$ cat src/rtl/kef_pkg.sv
package kef_pkg;
  localparam int CODE_W = 7;
  typedef struct packed {
    logic              press;
    logic [CODE_W-1:0] code;
  } key_event_t;
  localparam int EVT_W = $bits(key_event_t);
endpackage

$ cat src/rtl/kef_store.sv
module kef_store
  import kef_pkg::*;
#(
  parameter int DEPTH = 16,
  localparam int AW = $clog2(DEPTH)
) (
  input  logic          clk,
  input  logic          rst_n,
  input  logic          wr_en,
  input  logic [AW-1:0] wr_idx,
  input  key_event_t    wr_evt,
  input  logic [AW-1:0] rd_a_idx,
  output key_event_t    rd_a_evt,
  input  logic [AW-1:0] rd_b_idx,
  output key_event_t    rd_b_evt
);
  key_event_t slots [DEPTH];

  for (genvar g = 0; g < DEPTH; g++) begin : g_slot
    always_ff @(posedge clk or negedge rst_n) begin
      if (!rst_n)                                  slots[g] <= '0;
      else if (wr_en && wr_idx == AW'(g))          slots[g] <= wr_evt;
    end
  end

  assign rd_a_evt = slots[rd_a_idx];
  assign rd_b_evt = slots[rd_b_idx];
endmodule

$ cat src/rtl/kef_ptrs.sv
module kef_ptrs #(
  parameter int DEPTH = 16,
  localparam int AW = $clog2(DEPTH),
  localparam int LW = AW + 1
) (
  input  logic          clk,
  input  logic          rst_n,
  input  logic          clr,
  input  logic          pop_req,
  input  logic          push_req,
  output logic [AW-1:0] start,
  output logic [LW-1:0] count,
  output logic          pop_ok,
  output logic          push_ok,
  output logic          ovf,
  output logic [AW-1:0] wr_idx
);
  logic [LW-1:0] count_after_pop;

  always_comb begin
    pop_ok          = pop_req && !clr && (count > LW'(1));
    count_after_pop = pop_ok ? count - LW'(1) : count;
    push_ok         = push_req && !clr && (count_after_pop != LW'(DEPTH));
    ovf             = push_req && !clr && (count_after_pop == LW'(DEPTH));
    // start+1 and count-1 cancel, so the tail slot is the same either way
    wr_idx          = start + count[AW-1:0];
  end

  always_ff @(posedge clk or negedge rst_n) begin
    if (!rst_n) begin
      start <= '0;
      count <= '0;
    end else if (clr) begin
      start <= '0;
      count <= '0;
    end else begin
      start <= start + AW'(pop_ok);
      count <= count_after_pop + LW'(push_ok);
    end
  end

  // clear empties the store
  a_r8_clear_empties: assert property (@(posedge clk) disable iff (!rst_n)
    clr |=> (count == '0 && start == '0));
  // a read at count 0/1 with no push leaves the count alone
  a_r5_short_read_idle: assert property (@(posedge clk) disable iff (!rst_n)
    (pop_req && !clr && !push_req && count <= LW'(1)) |=> $stable(count));
  // a consuming read alone lowers the count by one and moves start
  a_r6_read_advances: assert property (@(posedge clk) disable iff (!rst_n)
    (pop_ok && !push_ok) |=> (count == $past(count) - LW'(1)) && (start == $past(start) + AW'(1)));
  // read and push together keep the count
  a_r9_read_then_push: assert property (@(posedge clk) disable iff (!rst_n)
    (pop_ok && push_ok) |=> $stable(count));
  // count never exceeds the store size
  a_r3_no_overflow: assert property (@(posedge clk) disable iff (!rst_n)
    count <= LW'(DEPTH));
endmodule

$ cat src/rtl/kef_flags.sv
module kef_flags (
  input  logic clk,
  input  logic rst_n,
  input  logic push_ok,
  input  logic ovf,
  input  logic status_ack,
  input  logic error_ack,
  output logic irq_keypad,
  output logic irq_error,
  output logic err_fifo_ovr
);
  always_ff @(posedge clk or negedge rst_n) begin
    if (!rst_n) begin
      irq_keypad   <= 1'b0;
      irq_error    <= 1'b0;
      err_fifo_ovr <= 1'b0;
    end else begin
      if (push_ok)         irq_keypad <= 1'b1;
      else if (status_ack) irq_keypad <= 1'b0;
      if (ovf)             irq_error <= 1'b1;
      else if (status_ack) irq_error <= 1'b0;
      if (ovf)             err_fifo_ovr <= 1'b1;
      else if (error_ack)  err_fifo_ovr <= 1'b0;
    end
  end

  // an accepted push raises the keypad interrupt
  a_r2_push_irq: assert property (@(posedge clk) disable iff (!rst_n)
    push_ok |=> irq_keypad);
  // an overflow raises both error flags
  a_r3_ovf_flags: assert property (@(posedge clk) disable iff (!rst_n)
    ovf |=> (irq_error && err_fifo_ovr));
  // acknowledge clears unless a set coincides
  a_r10_status_ack: assert property (@(posedge clk) disable iff (!rst_n)
    (status_ack && !push_ok && !ovf) |=> (!irq_keypad && !irq_error));
endmodule

$ cat src/rtl/key_event_fifo.sv
module key_event_fifo
  import kef_pkg::*;
#(
  parameter int DEPTH = 16,
  localparam int AW = $clog2(DEPTH),
  localparam int LW = AW + 1
) (
  input  logic              clk,
  input  logic              rst_n,
  input  logic              push_valid,
  output logic              push_ready,
  input  logic [CODE_W-1:0] push_code,
  input  logic              push_press,
  input  logic              pop_ready,
  output logic              pop_valid,
  output logic [EVT_W-1:0]  pop_data,
  input  logic [LW-1:0]     peek_offset,
  output logic [EVT_W-1:0]  peek_data,
  input  logic              cfg_clear,
  input  logic              status_ack,
  input  logic              error_ack,
  output logic              irq_keypad,
  output logic              irq_error,
  output logic              err_fifo_ovr,
  output logic              irq
);
  logic [AW-1:0] start, wr_idx;
  logic [LW-1:0] count;
  logic          pop_ok, push_ok, ovf, drop, push_req;
  key_event_t    head_evt, peek_evt, new_evt;

  assign push_ready = 1'b1;
  assign drop       = irq_error && err_fifo_ovr;
  assign push_req   = push_valid && !drop;
  assign new_evt    = '{press: push_press, code: push_code};

  kef_ptrs #(.DEPTH(DEPTH)) u_ptrs (
    .clk(clk), .rst_n(rst_n), .clr(cfg_clear), .pop_req(pop_ready),
    .push_req(push_req), .start(start), .count(count), .pop_ok(pop_ok),
    .push_ok(push_ok), .ovf(ovf), .wr_idx(wr_idx)
  );

  kef_store #(.DEPTH(DEPTH)) u_store (
    .clk(clk), .rst_n(rst_n), .wr_en(push_ok), .wr_idx(wr_idx), .wr_evt(new_evt),
    .rd_a_idx(start + AW'(1)), .rd_a_evt(head_evt),
    .rd_b_idx(start + peek_offset[AW-1:0]), .rd_b_evt(peek_evt)
  );

  kef_flags u_flags (
    .clk(clk), .rst_n(rst_n), .push_ok(push_ok), .ovf(ovf),
    .status_ack(status_ack), .error_ack(error_ack), .irq_keypad(irq_keypad),
    .irq_error(irq_error), .err_fifo_ovr(err_fifo_ovr)
  );

  assign pop_valid = count > LW'(1);
  assign pop_data  = pop_valid ? head_evt : '0;
  assign peek_data = (peek_offset < count) ? peek_evt : '0;
  assign irq       = irq_keypad || irq_error;

  // while dropping, an offered event leaves the error flags in place
  a_r4_drop_holds: assert property (@(posedge clk) disable iff (!rst_n)
    (drop && !status_ack && !error_ack) |=> (irq_error && err_fifo_ovr));
  // a dropped event never reaches the store
  a_r4_drop_no_write: assert property (@(posedge clk) disable iff (!rst_n)
    (drop && push_valid && !pop_ready && !cfg_clear) |=> $stable(count));
  // no data is offered while the count is below two
  a_r5_zero_when_short: assert property (@(posedge clk) disable iff (!rst_n)
    !pop_valid |-> pop_data == '0);
endmodule

$ cat config.mk
export PLATFORM = sky130hd
export DESIGN_NAME = key_event_fifo
export DESIGN_NICKNAME = d
export VERILOG_FILES = /design/src/rtl/kef_pkg.sv /design/src/rtl/kef_store.sv /design/src/rtl/kef_ptrs.sv /design/src/rtl/kef_flags.sv /design/src/rtl/key_event_fifo.sv
export SDC_FILE = /design/constraint.sdc
export NUM_CORES = 1
export LEC_CHECK = 0
export CAP_MARGIN = 20
export CORE_MARGIN = 2
export CORE_UTILIZATION = 65
export DETAILED_ROUTE_END_ITERATION = 7
export MAX_ROUTING_LAYER = met4
export PLACE_DENSITY = 0.93
export SETUP_SLACK_MARGIN = 0.15
export SYNTH_ARGS = -nofsm -noshare
export SYNTH_HDL_FRONTEND = slang
export SYNTH_SLANG_ARGS = --single-unit
$ cat constraint.sdc
create_clock -name clk -period 7.1 [get_ports clk]
set_clock_uncertainty 0.2 [all_clocks]
set_input_delay 1.42 -clock clk [delete_from_list [all_inputs] [get_ports clk]]
set_output_delay 1.42 -clock clk [all_outputs]
set_load 0.01 [all_outputs]
==> impl_metrics.sql, run 1 <==
INSERT INTO impl_metrics (metric_group, metric, value, unit) VALUES
('outcome', 'run_status', 'completed', ''),
('placed_design', 'finalWeightedCongestion', '0.850', ''),
('global_routing', 'grt_overflow_total', '0', ''),
('setup_path', 'r2r_setup_slack', '3.28', 'ns'),
('clock_tree', 'clk_latency', '0.42', 'ns'),
('setup_path', 'critical_path_peak_fanout', '32', ''),
('global_routing', 'grt_max_degree', '82', ''),
('global_routing', 'first_global_vias', '6000', ''),
('clock_tree', 'tritoncts_buffers', '17', ''),
('timing', 'achievable-frequency', '154', 'MHz'),
('clock_tree', 'cts.htree.levels', '4', ''),
('floorplanning', 'die_area', '14000', 'um^2'),
('floorplanning', 'number_of_placement_rows', '41', ''),
('floorplanning', 'placeableCoreArea', '12700', 'um^2'),
('detailed_routing', 'drt-wirelength-per-cell', '27.9', 'um'),
('setup_path', 'r2r.worst_path.cells', '6', ''),
('placed_design', 'placed_cells', '744', ''),
('detailed_routing', 'vias', '5482', ''),
('timing', 'tightest_slew', '1.10', 'ns'),
('timing', 'grt_setup_unrepaired', 'false', ''),
('clock_tree', 'clk_pin_slew_worst_paths', '0.05', 'ns'),
('flow_run', 'drv_cap', '0', ''),
('min_path', 'timing.hold.worst_path_depth', '1', ''),
('setup_path', 'crit_path_start', 'peek_offset[0]', ''),
('yosys', 'synth_enable_flop_cells', '0', ''),
('clock_tree', 'cts_sinks', '140', ''),
('yosys', 'largest_family_of_logic_cells_by_synthesized_area', 'multiplexers', ''),
('yosys', 'synthSimpleGateAreaFrac', '3.85', '%'),
('yosys', 'syn_inst', '557', ''),
('finish', 'nFillCells', '788', ''),
('yosys', 'post_synth_fa_ha_maj_area_fraction', '2.97', '%'),
('min_path', 'startpoint_of_the_most_critical_hold_path', 'u_store.slots[44]', ''),
('power', 'leakagePower', '4.15', 'nW'),
('power', 'power-per-cell-area', '357', 'nW/um^2'),
('timing', 'finalSetupViolations', '0', ''),
('floorplanning', 'initial_core_util', '66.8', '%'),
('detailed_routing', 'detail_route.drc_violations', '0', ''),
('min_path', 'type_of_the_worst_min_delay_path', 'flop to flop', ''),
('timing', 'fin_crit_sh', '91.3', '%'),
('setup_path', 'most_prevalent_standard_cell_on_the_critical_path', 'sky130_fd_sc_hd__clkdlybuf4s50_1', ''),
('yosys', 'synth_xor_area_share', '2.27', '%'),
('yosys', 'netlist-cell-type-count', '54', ''),
('setup_path', 'timing.critical_path.arrival', '4.86', 'ns'),
('power', 'worst_ir_drop_vdd', '0.000215', 'V'),
('timing', 'report.final.hold_viol_count', '0', ''),
('timing', 'worst_slew_margin_rel', '25.8', '%'),
('timing', 'setup_tns', '0', 'ns'),
('detailed_routing', 'drt_pre_antenna_iters', '4', ''),
('setup_path', 'end_of_the_critical_path', 'peek_data[7]', ''),
('global_routing', 'grt.total_usage', '33.8', '%'),
('setup_path', 'crit-reg2reg-capture', 'u_store.slots[81]', ''),
('finish', 'antenna_cells_inserted', '0', ''),
('setup_path', 'path_delay_family', 'buffers and inverters', ''),
('setup_path', 'worst_setup_path_start_kind', 'input port', ''),
('yosys', 'dominantRegCellSynth', 'sky130_fd_sc_hd__dfrtp_1', ''),
('placed_design', 'dpl.hpwl', '13700', 'um'),
('setup_path', 'worst-path-stages', '10', ''),
('setup_path', 'critPathSlowestCell', 'sky130_fd_sc_hd__clkdlybuf4s50_1', ''),
('clock_tree', 'cts_root_buffer', 'sky130_fd_sc_hd__clkbuf_16', ''),
('yosys', 'synthesis.area_per_instance', '15.3', 'um^2'),
('finish', 'post_layout_nonfiller_instances', '776', ''),
('finish', 'multiInputGateArea', '4740', 'um^2'),
('detailed_routing', 'total_length_of_routed_wires', '21600', 'um'),
('timing', 'maxSlewViolCount', '0', ''),
('detailed_routing', 'drt_iter0_drc', '410', ''),
('setup_path', 'critical_path.endpoint_type', 'output port', ''),
('setup_path', 'worstSetupPathType', 'input port to output port', ''),
('finish', 'share_of_final_layout_standard_cells_stronger_than_drive_strength_1', '45.7', '%'),
('placed_design', 'dp_worst_setup_slack', '0.782', 'ns'),
('floorplanning', 'fp.dieH', '118', 'um'),
('setup_path', 'cp.required', '5.48', 'ns');
[cells in the mapped netlist, types with 11 or more instances]
library cell | count | share of area [%]
sky130_fd_sc_hd__a211oi_1 | 26 | 2.3
sky130_fd_sc_hd__ha_1 | 17 | 2.5
sky130_fd_sc_hd__mux2i_1 | 25 | 2.9
sky130_fd_sc_hd__inv_1 | 13 | 0.57
sky130_fd_sc_hd__mux2_2 | 123 | 16
sky130_fd_sc_hd__o211ai_4 | 14 | 3.5
sky130_fd_sc_hd__dfrtp_1 | 140 | 41
sky130_fd_sc_hd__clkbuf_1 | 11 | 0.49
sky130_fd_sc_hd__mux4_2 | 64 | 17
sky130_fd_sc_hd__nor2b_1 | 12 | 0.88
[registers in the layout, indices dropped and copies added (netlist names)]
name	flops
u_flags.irq_keypad	1
u_ptrs.start	4
u_flags.irq_error	1
u_store.slots	128
u_flags.err_fifo_ovr	1
u_ptrs.count	5
[through the flow]
step	util (%)	instance area, um^2
final	75.6	9610
after global routing	75.6	9610
after CTS	75.4	9590
after detailed placement	70.8	9010
after global placement	70.8	9010
after floorplan	-	8500
[metal layers]
metal  up-vias  routed length, um  track usage (%)
met5         -                  0                -
li1       2235                  -                -
met1      2891               8000             40.5
met3        77               1680             8.98
met2       279              11000             54.3
met4         0                938             15.1
[power breakdown]
| part | switching [mW] | internal, mW | total [mW] |
|---|---|---|---|
| clock network | 0.325 | 0.544 | 0.869 |
| registers | 0.165 | 0.987 | 1.15 |
| logic | 0.683 | 0.727 | 1.41 |
| total | 1.17 | 2.26 | 3.43 |
[cell usage in the layout (no fill, tap or decap), types with 4 or more instances in the layout]
cell                                n
sky130_fd_sc_hd__nor2_1             7
sky130_fd_sc_hd__mux2_1             5
sky130_fd_sc_hd__mux2i_1           25
sky130_fd_sc_hd__buf_4             11
sky130_fd_sc_hd__clkbuf_16         17
sky130_fd_sc_hd__mux2_4             8
sky130_fd_sc_hd__clkbuf_8           7
sky130_fd_sc_hd__ha_1              15
sky130_fd_sc_hd__dfrtp_1          140
sky130_fd_sc_hd__mux4_2            64
sky130_fd_sc_hd__a21o_1             4
sky130_fd_sc_hd__a211oi_1          26
sky130_fd_sc_hd__mux2_2           123
sky130_fd_sc_hd__nor2b_1           12
sky130_fd_sc_hd__xnor2_1            7
sky130_fd_sc_hd__o211ai_4          14
sky130_fd_sc_hd__inv_1             13
sky130_fd_sc_hd__clkdlybuf4s50_1   39
[worst min-delay path by stage]
stage / to / slack (ns)
CTS: u_store.slots[58] / 0.32
floorplan: u_store.slots[14] / 0.28
detailed placement: u_store.slots[58] / 0.31
global placement: u_store.slots[14] / 0.29
finish: u_store.slots[44] / 0.33
global route: u_store.slots[58] / 0.35
[worst reg2reg max path, stage by stage (launching register included)]
cell and delay, ns:
sky130_fd_sc_hd__dfrtp_1 0.36, sky130_fd_sc_hd__buf_4 0.49, sky130_fd_sc_hd__ha_1 0.30, sky130_fd_sc_hd__fa_1 0.54, sky130_fd_sc_hd__nor4_1 0.98, sky130_fd_sc_hd__o211ai_4 0.42, sky130_fd_sc_hd__mux2_2 0.42
[cells by family after synthesis]
| logic type | after synthesis |
|---|---|
| adders and majority gates | 19 |
| AOI/OAI and AO/OA | 59 |
| and+or+nand+nor | 47 |
| muxes | 225 |
| buffers and inverters | 50 |
| other | 1 |
| xor gates and xnor gates | 16 |
| DFF | 140 |
[cell type report]
type / count / area share [%]
Timing Repair Buffer: 53 / 5.45
Multi-Input combinational cell: 367 / 49.3
Clock buffer: 26 / 5.51
Tap cell: 172 / 2.24
Inverter: 13 / 0.508
Sequential cell: 140 / 36.4
Clock inverter: 5 / 0.573
(Power assumes the default switching activity.)
==> run 2, diff against run 1 <==
Settings changed: TNS_END_PERCENT from default to 100.
==> results of run 2 <==
Final layout, timing and power as in run 1 (identical DEF).
==> run 3, diff against run 2 <==
--- a/constraint.sdc
+++ b/constraint.sdc
@@ -4,2 +4,2 @@
 set_output_delay 1.42 -clock clk [all_outputs]
-set_load 0.01 [all_outputs]
+set_load 0.1 [all_outputs]
==> run 3 against run 2 <==
- maximum frequency grew 7.3%
- final area grew 1.7%
- clock power grew 15%
- routed wire length shrank 0.92%
- critical path type unchanged
- largest cell class unchanged
- via count shrank 0.38%
==> impl_metrics.sql, run 3 (same netlist as run 1, synthesis figures left out) <==
INSERT INTO impl_metrics (metric_group, metric, value, unit) VALUES
('timing', 'worst_slew_margin_rel', '33.1', '%'),
('setup_path', 'crit_path_start', 'peek_offset[0]', ''),
('floorplanning', 'die-width', '118', 'um'),
('setup_path', 'worst_setup_path_start_kind', 'input port', ''),
('power', 'worst_ir_drop_vdd', '0.000493', 'V'),
('clock_tree', 'postCtsResizedCells', '0', ''),
('global_routing', 'first_global_vias', '5787', ''),
('setup_path', 'worstPathCellList', 'clkdlybuf4s50_1 > ha_2 > inv_1 > fa_1 > buf_4 > mux4_2 > mux2i_1 > mux2_2 > a211oi_2 > buf_12', ''),
('clock_tree', 'clk_latency', '0.42', 'ns'),
('placed_design', 'finalWeightedCongestion', '0.829', ''),
('global_routing', 'wire_length_of_the_first_global_routing_pass', '33900', 'um'),
('clock_tree', 'tritoncts_buffers', '17', ''),
('finish', 'finish.utilization', '76.9', '%'),
('setup_path', 'critPathSlowestCell', 'sky130_fd_sc_hd__clkdlybuf4s50_1', ''),
('finish', 'antenna_cells_inserted', '0', ''),
('floorplanning', 'die_area', '14000', 'um^2'),
('detailed_routing', 'drt_iter0_drc', '417', ''),
('global_routing', 'number_of_antenna_violations_at_the_first_check_in_global_routing', '0', ''),
('finish', 'largest_register_ffs', '128', ''),
('power', 'report.power.total', '3.96', 'mW'),
('floorplanning', 'placeableCoreArea', '12700', 'um^2'),
('finish', 'syn_to_final_growth', '15.0', '%'),
('clock_tree', 'cts.htree.levels', '4', ''),
('setup_path', 'regToRegStartpoint', 'u_ptrs.start[0]', ''),
('detailed_routing', 'routed_via_density', '7.04', ''),
('global_routing', 'grt_overflow_total', '0', ''),
('detailed_routing', 'vias', '5461', ''),
('finish', 'layout.cells.most_common_list', 'sky130_fd_sc_hd__dfrtp_1, sky130_fd_sc_hd__mux2_2, sky130_fd_sc_hd__mux4_2, sky130_fd_sc_hd__clkdlybuf4s50_1, sky130_fd_sc_hd__mux2i_1', ''),
('setup_path', 'timing.critical_path.arrival', '4.42', 'ns'),
('detailed_routing', 'drt-wirelength-per-cell', '27.6', 'um'),
('clock_tree', 'cts_sinks', '140', ''),
('finish', 'share_of_final_layout_standard_cells_stronger_than_drive_strength_1', '48.3', '%'),
('clock_tree', 'post-cts-setup-buffer-count', '0', ''),
('floorplanning', 'initial_core_util', '66.8', '%'),
('timing', 'report.final.hold_viol_count', '0', ''),
('clock_tree', 'hold_buffers', '0', ''),
('timing', 'grt_setup_unrepaired', 'false', ''),
('floorplanning', 'fp.dieH', '118', 'um'),
('floorplanning', 'io_pins', '42', ''),
('placed_design', 'dpl.hpwl', '13200', 'um'),
('setup_path', 'cp.required', '5.48', 'ns'),
('flow_run', 'drv_cap', '0', ''),
('timing', 'fin_crit_sh', '85.0', '%'),
('timing', 'tightest_slew', '0.994', 'ns'),
('setup_path', 'critical_path.endpoint_type', 'output port', ''),
('min_path', 'type_of_the_worst_min_delay_path', 'flop to flop', ''),
('global_routing', 'grt.total_usage', '33.5', '%'),
('timing', 'achievable-frequency', '166', 'MHz'),
('timing', 'period_minus_slack', '6.04', 'ns'),
('timing', 'finalSetupViolations', '0', ''),
('timing', 'setup_slack_of_the_critical_path_after_layout', '1.06', 'ns'),
('finish', 'top_regs', 'u_store.slots: 128 flops, u_ptrs.count: 5 flops, u_ptrs.start: 4 flops', ''),
('detailed_routing', 'drt_pre_antenna_iters', '4', ''),
('placed_design', 'dpl_cell_area', '9120', 'um^2'),
('clock_tree', 'clock_tree.buffer_depth', '2', ''),
('clock_tree', 'cts_root_buffer', 'sky130_fd_sc_hd__clkbuf_16', ''),
('setup_path', 'critical_path_peak_fanout', '32', ''),
('finish', 'max_flop_register', 'u_store.slots', ''),
('clock_tree', 'clk_pin_slew_worst_paths', '0.05', 'ns'),
('placed_design', 'dp_worst_setup_slack', '1.15', 'ns'),
('min_path', 'startpoint_of_the_most_critical_hold_path', 'u_store.slots[14]', ''),
('power', 'power-per-cell-area', '404', 'nW/um^2'),
('finish', 'final_area', '9780', 'um^2'),
('placed_design', 'port-buffer-count', '40', ''),
('detailed_routing', 'ant_nets', '0', ''),
('outcome', 'run_status', 'completed', ''),
('detailed_routing', 'total_length_of_routed_wires', '21400', 'um'),
('detailed_routing', 'detail_route.drc_violations', '0', ''),
('setup_path', 'r2r_setup_slack', '3.35', 'ns'),
('power', 'leakagePower', '4.21', 'nW'),
('finish', 'nFillCells', '751', ''),
('finish', 'finalNetCount', '630', ''),
('setup_path', 'critPathMaxStageDelay', '0.49', 'ns'),
('global_routing', 'grt_max_degree', '79', ''),
('finish', 'layout.cells.most_common', 'sky130_fd_sc_hd__dfrtp_1', ''),
('timing', 'maxSlewViolCount', '0', ''),
('clock_tree', 'cts_tree', 'done', ''),
('setup_path', 'worstSetupPathType', 'input port to output port', ''),
('floorplanning', 'number_of_placement_rows', '41', ''),
('timing', 'setup_tns', '0', 'ns');
-- run 3: cell types whose count changed in the layout (fill, tap and decap cells not counted) --
cell	before	now
sky130_fd_sc_hd__a211oi_1	26	18
sky130_fd_sc_hd__a211oi_2	0	8
sky130_fd_sc_hd__buf_12	2	8
sky130_fd_sc_hd__buf_4	11	12
sky130_fd_sc_hd__bufinv_16	1	6
sky130_fd_sc_hd__clkbuf_8	7	1
sky130_fd_sc_hd__clkdlybuf4s50_1	39	31
sky130_fd_sc_hd__clkinv_2	2	3
sky130_fd_sc_hd__clkinvlp_4	2	3
-- run 3: worst max-delay path: cells and delay by family --
family	cells	cell delay [ns]
fa+ha+maj	2	0.67
mux	3	0.72
compound gates	1	0.39
buf+inv	4	1.20
-- run 3: final timing paths --
| check | end | cells after the start |
|---|---|---|
| worst min-delay path | u_store.slots[14] | 1 |
| max in group asynchronous | u_store.slots[15] | 2 |
| worst min register to register | u_store.slots[14] | 1 |
| worst max-delay path | peek_data[1] | 10 |
| min in group asynchronous | u_store.slots[65] | 1 |
| worst max register to register | u_store.slots[88] | 6 |
-- run 3: report_power, final --
group	internal (mW)	total, mW	switching [mW]
logic	0.735	1.80	1.07
clock network	0.666	1.00	0.335
registers	0.987	1.15	0.163
-- run 3: per-stage QoR --
step	std cells	hold WS, ns
CTS	776	0.325
detailed placement	744	0.313
floorplan	557	0.277
finish	776	0.328
global route	776	0.342
global placement	744	0.289
-- run 3: area by class of cell --
| type | instances | area (um^2) | share of cell area [%] |
|---|---|---|---|
| Clock buffer | 20 | 447 | 4.57 |
| Clock inverter | 12 | 218 | 2.23 |
| Inverter | 13 | 48.8 | 0.499 |
| Multi-Input combinational cell | 367 | 4780 | 48.8 |
| Sequential cell | 140 | 3500 | 35.8 |
| Tap cell | 172 | 215 | 2.20 |
| Timing Repair Buffer | 52 | 572 | 5.85 |
-- run 3: routing by layer --
| layer | part of all wire, % | up-vias | GRT usage [%] |
|---|---|---|---|
| met5 | 0 | - | - |
| met1 | 38 | 2871 | 41.6 |
| met3 | 7.0 | 95 | 7.87 |
| li1 | - | 2241 | - |
| met2 | 50 | 254 | 51.7 |
| met4 | 5.5 | 0 | 17.9 |
